## src/rtl/arith_slice_pkg.sv

```systemverilog
package arith_slice_pkg;
    localparam int SLICE_W = 4;

    typedef enum logic [1:0] {
        MODE_COUNT = 2'd0,
        MODE_MULT  = 2'd1,
        MODE_EQ    = 2'd2,
        MODE_MAG   = 2'd3
    } op_mode_e;
endpackage

```

## src/rtl/arith_slice_cell.sv

```systemverilog
module arith_slice_cell
    import arith_slice_pkg::*;
#(
    parameter int SW = SLICE_W
) (
    input  op_mode_e        mode,
    input  logic            ctl,
    input  logic [SW-1:0]   a,
    input  logic [SW-1:0]   b,
    input  logic            ci,
    output logic [SW-1:0]   f,
    output logic            co
);
    logic [SW:0] sum_w;
    logic [SW-1:0] addend;

    always_comb begin
        sum_w  = '0;
        addend = '0;
        f      = '0;
        co     = 1'b0;
        unique case (mode)
            MODE_COUNT: begin
                if (ctl) begin
                    sum_w = {1'b0, a} + {{SW{1'b0}}, ci};
                    f     = sum_w[SW-1:0];
                    co    = sum_w[SW];
                end else begin
                    f  = a - {{(SW-1){1'b0}}, ci};
                    co = ci & (a == '0);
                end
            end
            MODE_MULT: begin
                addend = ctl ? b : '0;
                sum_w  = {1'b0, a} + {1'b0, addend} + {{SW{1'b0}}, ci};
                f      = sum_w[SW-1:0];
                co     = sum_w[SW];
            end
            MODE_EQ: begin
                f  = a ^ b;
                co = ci | (a != b);
            end
            MODE_MAG: begin
                sum_w = {1'b0, a} + {1'b0, ~b} + {{SW{1'b0}}, ci};
                f     = sum_w[SW-1:0];
                co    = sum_w[SW];
            end
            default: begin
                f  = '0;
                co = 1'b0;
            end
        endcase
    end
endmodule

```

## src/rtl/arith_slice_reg.sv

```systemverilog
module arith_slice_reg #(
    parameter int SW = 4
) (
    input  logic          clk,
    input  logic          rst_n,
    input  logic          en,
    input  logic [SW-1:0] d,
    output logic [SW-1:0] q
);
    always_ff @(posedge clk) begin
        if (!rst_n) begin
            q <= '0;
        end else if (en) begin
            q <= d;
        end
    end
endmodule

```

## src/rtl/arith_ripple_chain.sv

```systemverilog
module arith_ripple_chain
    import arith_slice_pkg::*;
#(
    parameter int NSLICE = 3,
    parameter int SW     = SLICE_W,
    parameter int W      = NSLICE * SW
) (
    input  logic          clk,
    input  logic          rst_n,
    input  logic          en,
    input  logic [1:0]    mode,
    input  logic          ctl,
    input  logic [W-1:0]  a_in,
    input  logic [W-1:0]  b_in,
    input  logic          cin,
    output logic [W-1:0]  f_out,
    output logic          cout,
    output logic [W-1:0]  q_out
);
    op_mode_e       mode_e;
    logic [NSLICE:0] carry;

    assign mode_e = op_mode_e'(mode);

    always_comb begin
        unique case (mode_e)
            MODE_COUNT: carry[0] = 1'b1;
            MODE_MULT:  carry[0] = cin;
            MODE_EQ:    carry[0] = 1'b0;
            MODE_MAG:   carry[0] = 1'b1;
            default:    carry[0] = 1'b0;
        endcase
    end

    for (genvar gi = 0; gi < NSLICE; gi++) begin : g_slice
        logic [SW-1:0] a_sel;
        logic [SW-1:0] f_s;
        logic [SW-1:0] q_s;

        assign a_sel = (mode_e == MODE_COUNT) ? q_s : a_in[gi*SW +: SW];

        arith_slice_cell #(.SW(SW)) cell_i (
            .mode (mode_e),
            .ctl  (ctl),
            .a    (a_sel),
            .b    (b_in[gi*SW +: SW]),
            .ci   (carry[gi]),
            .f    (f_s),
            .co   (carry[gi+1])
        );

        arith_slice_reg #(.SW(SW)) reg_i (
            .clk   (clk),
            .rst_n (rst_n),
            .en    (en),
            .d     (f_s),
            .q     (q_s)
        );

        assign f_out[gi*SW +: SW] = f_s;
        assign q_out[gi*SW +: SW] = q_s;
    end

    assign cout = carry[NSLICE];
endmodule

```

## config.mk

```make
export PLATFORM = sky130hd
export DESIGN_NAME = arith_ripple_chain
export DESIGN_NICKNAME = d
export VERILOG_FILES = /design/src/rtl/arith_slice_pkg.sv /design/src/rtl/arith_slice_cell.sv /design/src/rtl/arith_slice_reg.sv /design/src/rtl/arith_ripple_chain.sv
export SDC_FILE = /design/constraint.sdc
export NUM_CORES = 1
export LEC_CHECK = 0
export BUFFER_PORTS_ARGS = -buffer_cell sky130_fd_sc_hd__buf_2
export CAP_MARGIN = 5
export CORE_MARGIN = 4
export CORE_UTILIZATION = 55
export CTS_BUF_LIST = sky130_fd_sc_hd__clkbuf_2 sky130_fd_sc_hd__clkbuf_4 sky130_fd_sc_hd__clkbuf_8
export DETAILED_ROUTE_END_ITERATION = 10
export GPL_ROUTABILITY_DRIVEN = 1
export PLACE_DENSITY = 0.89
export SETUP_SLACK_MARGIN = 0.4
export SLEW_MARGIN = 10
export SYNTH_ARGS = -nofsm -noshare
export SYNTH_HDL_FRONTEND = slang
export SYNTH_SLANG_ARGS = --single-unit
```

## constraint.sdc

```tcl
create_clock -name clk -period 19.94 [get_ports clk]
set_input_delay 2.991 -clock clk [delete_from_list [all_inputs] [get_ports clk]]
set_output_delay 2.991 -clock clk [all_outputs]
set_load 0.05 [all_outputs]
```

; After elaboration in Yosys (flattened, before gate mapping)
; Cells that the tools add are included.
[totals]
inputBits = 31
ff_bits = 12
[op_classes]
bitwise = 12
n_reduce_logical = 5
addsub = 18
n_mux = 19
eq_ne = 6
[op_table]
columns = operator, n
row1 = $pmux 4 s4, 3
row2 = $mux 4, 9
row3 = $add 4x4->5, 6
row4 = $add 5x1->5, 6
row5 = $add 4x1->5, 3
row6 = $logic_not 4->1, 3
row7 = $ne 4x4->1, 3
row8 = $not 4->4, 3
row9 = $pmux 1 s4, 3
row10 = $sub 4x1->4, 3
row11 = $xor 4x4->4, 3
row12 = $eq 2x2->1 const B, 2
row13 = $and 1x1->1, 3
row14 = $mux 1, 3
row15 = $or 1x1->1, 3
row16 = $pmux 1 s3, 1
row17 = $eq 2x1->1 const B, 1
row18 = $logic_not 2->1, 1
row19 = $reduce_or 2->1, 1

; Depth between registers and ports, before layout
[logic_depth]
depth_word = 12
depth_mapped = 30

; Cells and area by module
; A second synthesis with hierarchy kept.
[hier_totals]
hier_cells = 303
hier_area_um2 = 2580.0
[by_module_without_submodules]
columns = module, cells_per_inst, instances, area_per_inst_um2, seq_area_each_um2
row1 = arith_slice_cell at g_slice[2].cell_i, 83, 1, 638.1, 0.0
row2 = arith_slice_cell at g_slice[0].cell_i, 81, 1, 630.6, 0.0
row3 = arith_slice_cell at g_slice[1].cell_i, 81, 1, 611.8, 0.0
row4 = arith_slice_reg, 13, 3, 156.4, 80.1
row5 = arith_ripple_chain, 19, 1, 230.2, 0.0

; Worst setup path before layout
; Ideal clock, no wire load.
[synth_path]
path_type = in2out
startpoint = input mode[1]
endpoint = output cout
slack_ns = 8.140
cell_stages = 28
t_arrival_ns = 8.809
cell_sequence = inv_1 -> ha_1 -> clkbuf_1 -> o21ai_0 -> fa_1 -> inv_1 -> fa_1 -> nor2b_1 -> nor3_1 -> o22a_1 -> a32o_2 -> inv_1 -> fa_1 -> inv_1 -> fa_1 -> nand2b_1 -> a21oi_1 -> o31a_1 -> inv_1 -> a21oi_1 -> fa_1 -> inv_1 -> fa_1 -> nand2b_1 -> a21oi_1 -> o31ai_1 -> a21o_1 -> a31oi_1
[synth_via]
elab_chain_len = 12
word_cells_on_any_way = 42
[synth_lines]
columns = item, line_no
row1 = "start, declared", arith_ripple_chain.sv:11  ; input logic [1:0] mode,
row2 = branches (longest 11 deep; another with $add 4x4->5), --
row3 = $pmux 1 s4 (*), arith_slice_cell.sv:22  ; unique case (mode)
row4 = "end, declared", arith_ripple_chain.sv:17  ; output logic cout,
; Mark *: on every way between the ends.

; Worst setup path in the final report
[layout_path]
startpoint = input mode[0]
endpoint = output cout
; Same word-level chain as after synthesis.

==> results.json <==
{
  "rsz0062_at_grt": "no",
  "wl_met3_um": 521,
  "num-fill-cells": 389,
  "setup_viol": 0,
  "ys_seq_area_share_pct": 9.082,
  "routed_wl_mm": 7.426,
  "initial_utilization_pct": 58.72,
  "r2r_slack_ns": 14.12,
  "globalplace.congestion": 0.9187,
  "num_antenna_cells": 0,
  "io_buffer_count": 55,
  "area.sequential_um2": 240.2,
  "synth-simple-area-share_pct": 22.00,
  "worst-setup-path-type": "input pin to output pin",
  "critical_path_arrival_ns": 9.76,
  "ctsLongestPathBuffers": 2,
  "layout_min_cycle_time_ns": 12.75,
  "fin_tns_setup_ns": 0,
  "grt_max_degree": 37,
  "min_from": "g_slice[0].reg_i.q[0]",
  "synthAdderAreaFrac_pct": 26.58,
  "worstSkewPairLatency_ns": 0.26,
  "maxCapViolCount": 0,
  "drive_above_1_share_pct": 18.82,
  "ys_ff_latch": 12,
  "top_regs": "g_slice.reg_i.q: 12 flops",
  "largest_register": "g_slice.reg_i.q",
  "syn_inst": 329,
  "r2r-end": "g_slice[2].reg_i.q[1]",
  "track_usage_pct": 24.66,
  "cts_buffers": 3,
  "m1WireLength_mm": 3.119,
  "reg2reg_from": "g_slice[0].reg_i.q[0]",
  "netlist_area_um2": 2645,
  "crit_fanout": 36,
  "grt_pass1_wl_mm": 12.34,
  "ys.flop_type": "dfxtp_1",
  "ys.warnings.count": 0,
  "synthArstFlopShare_pct": 0,
  "io_pins": 56,
  "status": "complete, no violations",
  "timing.final.hold_violations": 0,
  "yosys.area.top_type": "ha_1",
  "post-cts-setup-buffers": 0,
  "cts_tree": "done",
  "total_leakage_power_nw": 1.532,
  "largest_register_ffs": 12,
  "synth-edff-count": 0,
  "ant_nets": 0,
  "synth_top_area_share_pct": 17.50,
  "synth.top_cells.by_area": "ha_1 (18%), dfxtp_1 (9.1%), fa_1 (9.1%)",
  "drv_slew": 0,
  "ctsResizeCount": 0,
  "grt_antenna_before_repair": 0,
  "cts.htree.levels": 1,
  "worst_pin_slew_ns": 0.8643,
  "fmax_ghz": 0.07844,
  "cts_root_buf": "clkbuf_8",
  "grt_pass1_vias": 2687,
  "die-height_um": 77.35,
  "fin_worst_skew_ns": 0.005335,
  "pre_cts_ws_ns": 7.307,
  "hold_buffers": 0,
  "cts.sinks": 12,
  "fp.dieW_um": 77.35,
  "drt_pass1_iterations": 5,
  "worst_hold_path_type": "flip-flop to flip-flop",
  "syn2layout_area_growth_pct": 11.87,
  "cp-endpoint": "cout",
  "reg2reg_depth": 21,
  "grt.overflow.total": 0,
  "synth_cell_type_count": 53,
  "power_density_nw_per_um2": 56.17,
  "place_hpwl_mm": 5.682,
  "layout.nets": 453,
  "die_area_um2": 5983,
  "clk_pin_slew_ns": 0.07,
  "wl_per_cell_um": 17.51,
  "core_um2": 4504,
  "end_kind": "output pin",
  "syn_nets": 409,
  "crit_start": "mode[0]",
  "max_slew_margin_pct": 41.77,
  "fp-row-count": 24,
  "top_layer": "met4",
  "setup_ws_ns": 7.191,
  "avgSynthCellArea_um2": 8.040,
  "synth_compound_area_share_pct": 20.86,
  "drc_errors": 0,
  "multiInputGateArea_um2": 2170,
  "drt-initial-drc-count": 185,
  "vias_per_cell": 6.208,
  "setup.worst_path.start_class": "input pin",
  "ir_drop_mv": 0.03530,
  "dr_wl_met2_mm": 3.654,
  "synth_xor_area_share_pct": 2.980,
  "synth_top_family_by_area": "adder cells",
  "num_vias": 2632,
  "required_ns": 16.95,
  "synthMuxAreaShare_pct": 9.603,
  "period_share_pct": 63.94
}
synth_stat cells, types with 4 or more instances:
cell type and number:
inv_1 38, nor2b_1 25, a21oi_1 21, nand3_1 5, nor2_1 14, nand2b_1 6, and2_1 12, fa_1 12
dfxtp_1 12, a2111oi_0 7, xor2_1 6, ha_1 37, buf_2 5, a21o_1 7, o31ai_1 4, o21ai_0 11
nand4_1 5, clkbuf_1 9, mux2i_1 22, a22oi_1 4, nand2_1 13, nand3b_1 4
stage by stage:
stage	cell area (um^2)	hold WS [ns]	std cells	power [mW]	utilization (%)
floorplan	2645	0.7477	329	0.1104	-
global placement	2904	0.5260	420	0.1330	64.47
detailed placement	2904	0.5378	420	0.1354	64.47
CTS	2959	0.5501	424	0.1659	65.69
global route	2959	0.5962	424	0.1780	65.69
finish	2959	0.5493	424	0.1662	65.69
placed cells by master, fill, tap and decap left out, types with 3 or more instances in the layout:
| cell | n |
|---|---|
| a2111oi_0 | 7 |
| a211oi_1 | 3 |
| a21o_1 | 7 |
| a21oi_1 | 21 |
| a22oi_1 | 4 |
| a31oi_1 | 3 |
| and2_1 | 12 |
| buf_2 | 55 |
| clkbuf_8 | 4 |
| dfxtp_1 | 12 |
| fa_1 | 12 |
| ha_1 | 37 |
| inv_1 | 38 |
| mux2_2 | 3 |
| mux2i_1 | 22 |
| nand2_1 | 13 |
| nand2b_1 | 6 |
| nand3_1 | 5 |
| nand3b_1 | 4 |
| nand4_1 | 5 |
| nor2_1 | 14 |
| nor2b_1 | 25 |
| o211ai_1 | 3 |
| o21ai_0 | 11 |
| o31ai_1 | 4 |
| o41ai_1 | 3 |
| or2_2 | 3 |
| xnor2_1 | 3 |
| xor2_1 | 6 |
logic make-up (layout without fill, tap and decap cells):
family,Yosys count,count (layout)
adders and majority gates,49,49
DFF,12,12
and+or+nand+nor,99,99
AOI/OAI and AO/OA,79,79
muxes,25,25
buffers and inverters,56,99
xor gates and xnor gates,9,9
report_power, final:
part | internal (mW) | switching, mW | total (mW)
combinational | 0.0365 | 0.0705 | 0.107
clock | 0.0176 | 0.0124 | 0.0299
sequential | 0.0264 | 0.00302 | 0.0294
metal layers:
metal,global-route usage [%],up-vias
met4,7.473,0
met2,41.54,128
li1,-,1260
met3,4.977,17
met1,31.88,1227
met5,0,-
worst max-delay path, stage by stage:
cell and delay [ns]:
buf_2 0.12, inv_1 0.07, ha_1 0.43, buf_4 0.45
mux2i_1 0.38, inv_1 0.19, fa_1 0.44, fa_1 0.44
a211oi_1 0.27, o22a_1 0.19, a32o_2 0.20, fa_1 0.22
inv_1 0.06, fa_1 0.40, a211oi_1 0.25, nor2_1 0.11
o41ai_1 0.50, a21o_1 0.17, fa_1 0.23, inv_1 0.06
fa_1 0.41, a211oi_1 0.25, nor2_1 0.10, o41ai_1 0.39
a21o_1 0.13, a31oi_1 0.05, buf_2 0.23
final cells by class:
cell class | count | share of cell area [%]
Clock buffer | 4 | 1.860
Inverter | 39 | 4.947
Multi-Input combinational cell | 261 | 73.32
Sequential cell | 12 | 8.118
Tap cell | 52 | 2.199
Timing Repair Buffer | 56 | 9.556
worst min path at each step:
stage,slack [ns],cells after the start,to
finish,0.55,2,g_slice[0].reg_i.q[0]
global route,0.60,2,g_slice[0].reg_i.q[0]
CTS,0.55,2,g_slice[0].reg_i.q[0]
detailed placement,0.54,2,g_slice[0].reg_i.q[0]
global placement,0.53,2,g_slice[0].reg_i.q[0]
floorplan,0.75,2,g_slice[2].reg_i.q[3]
Note: power is estimated with default switching activity, not from simulation.
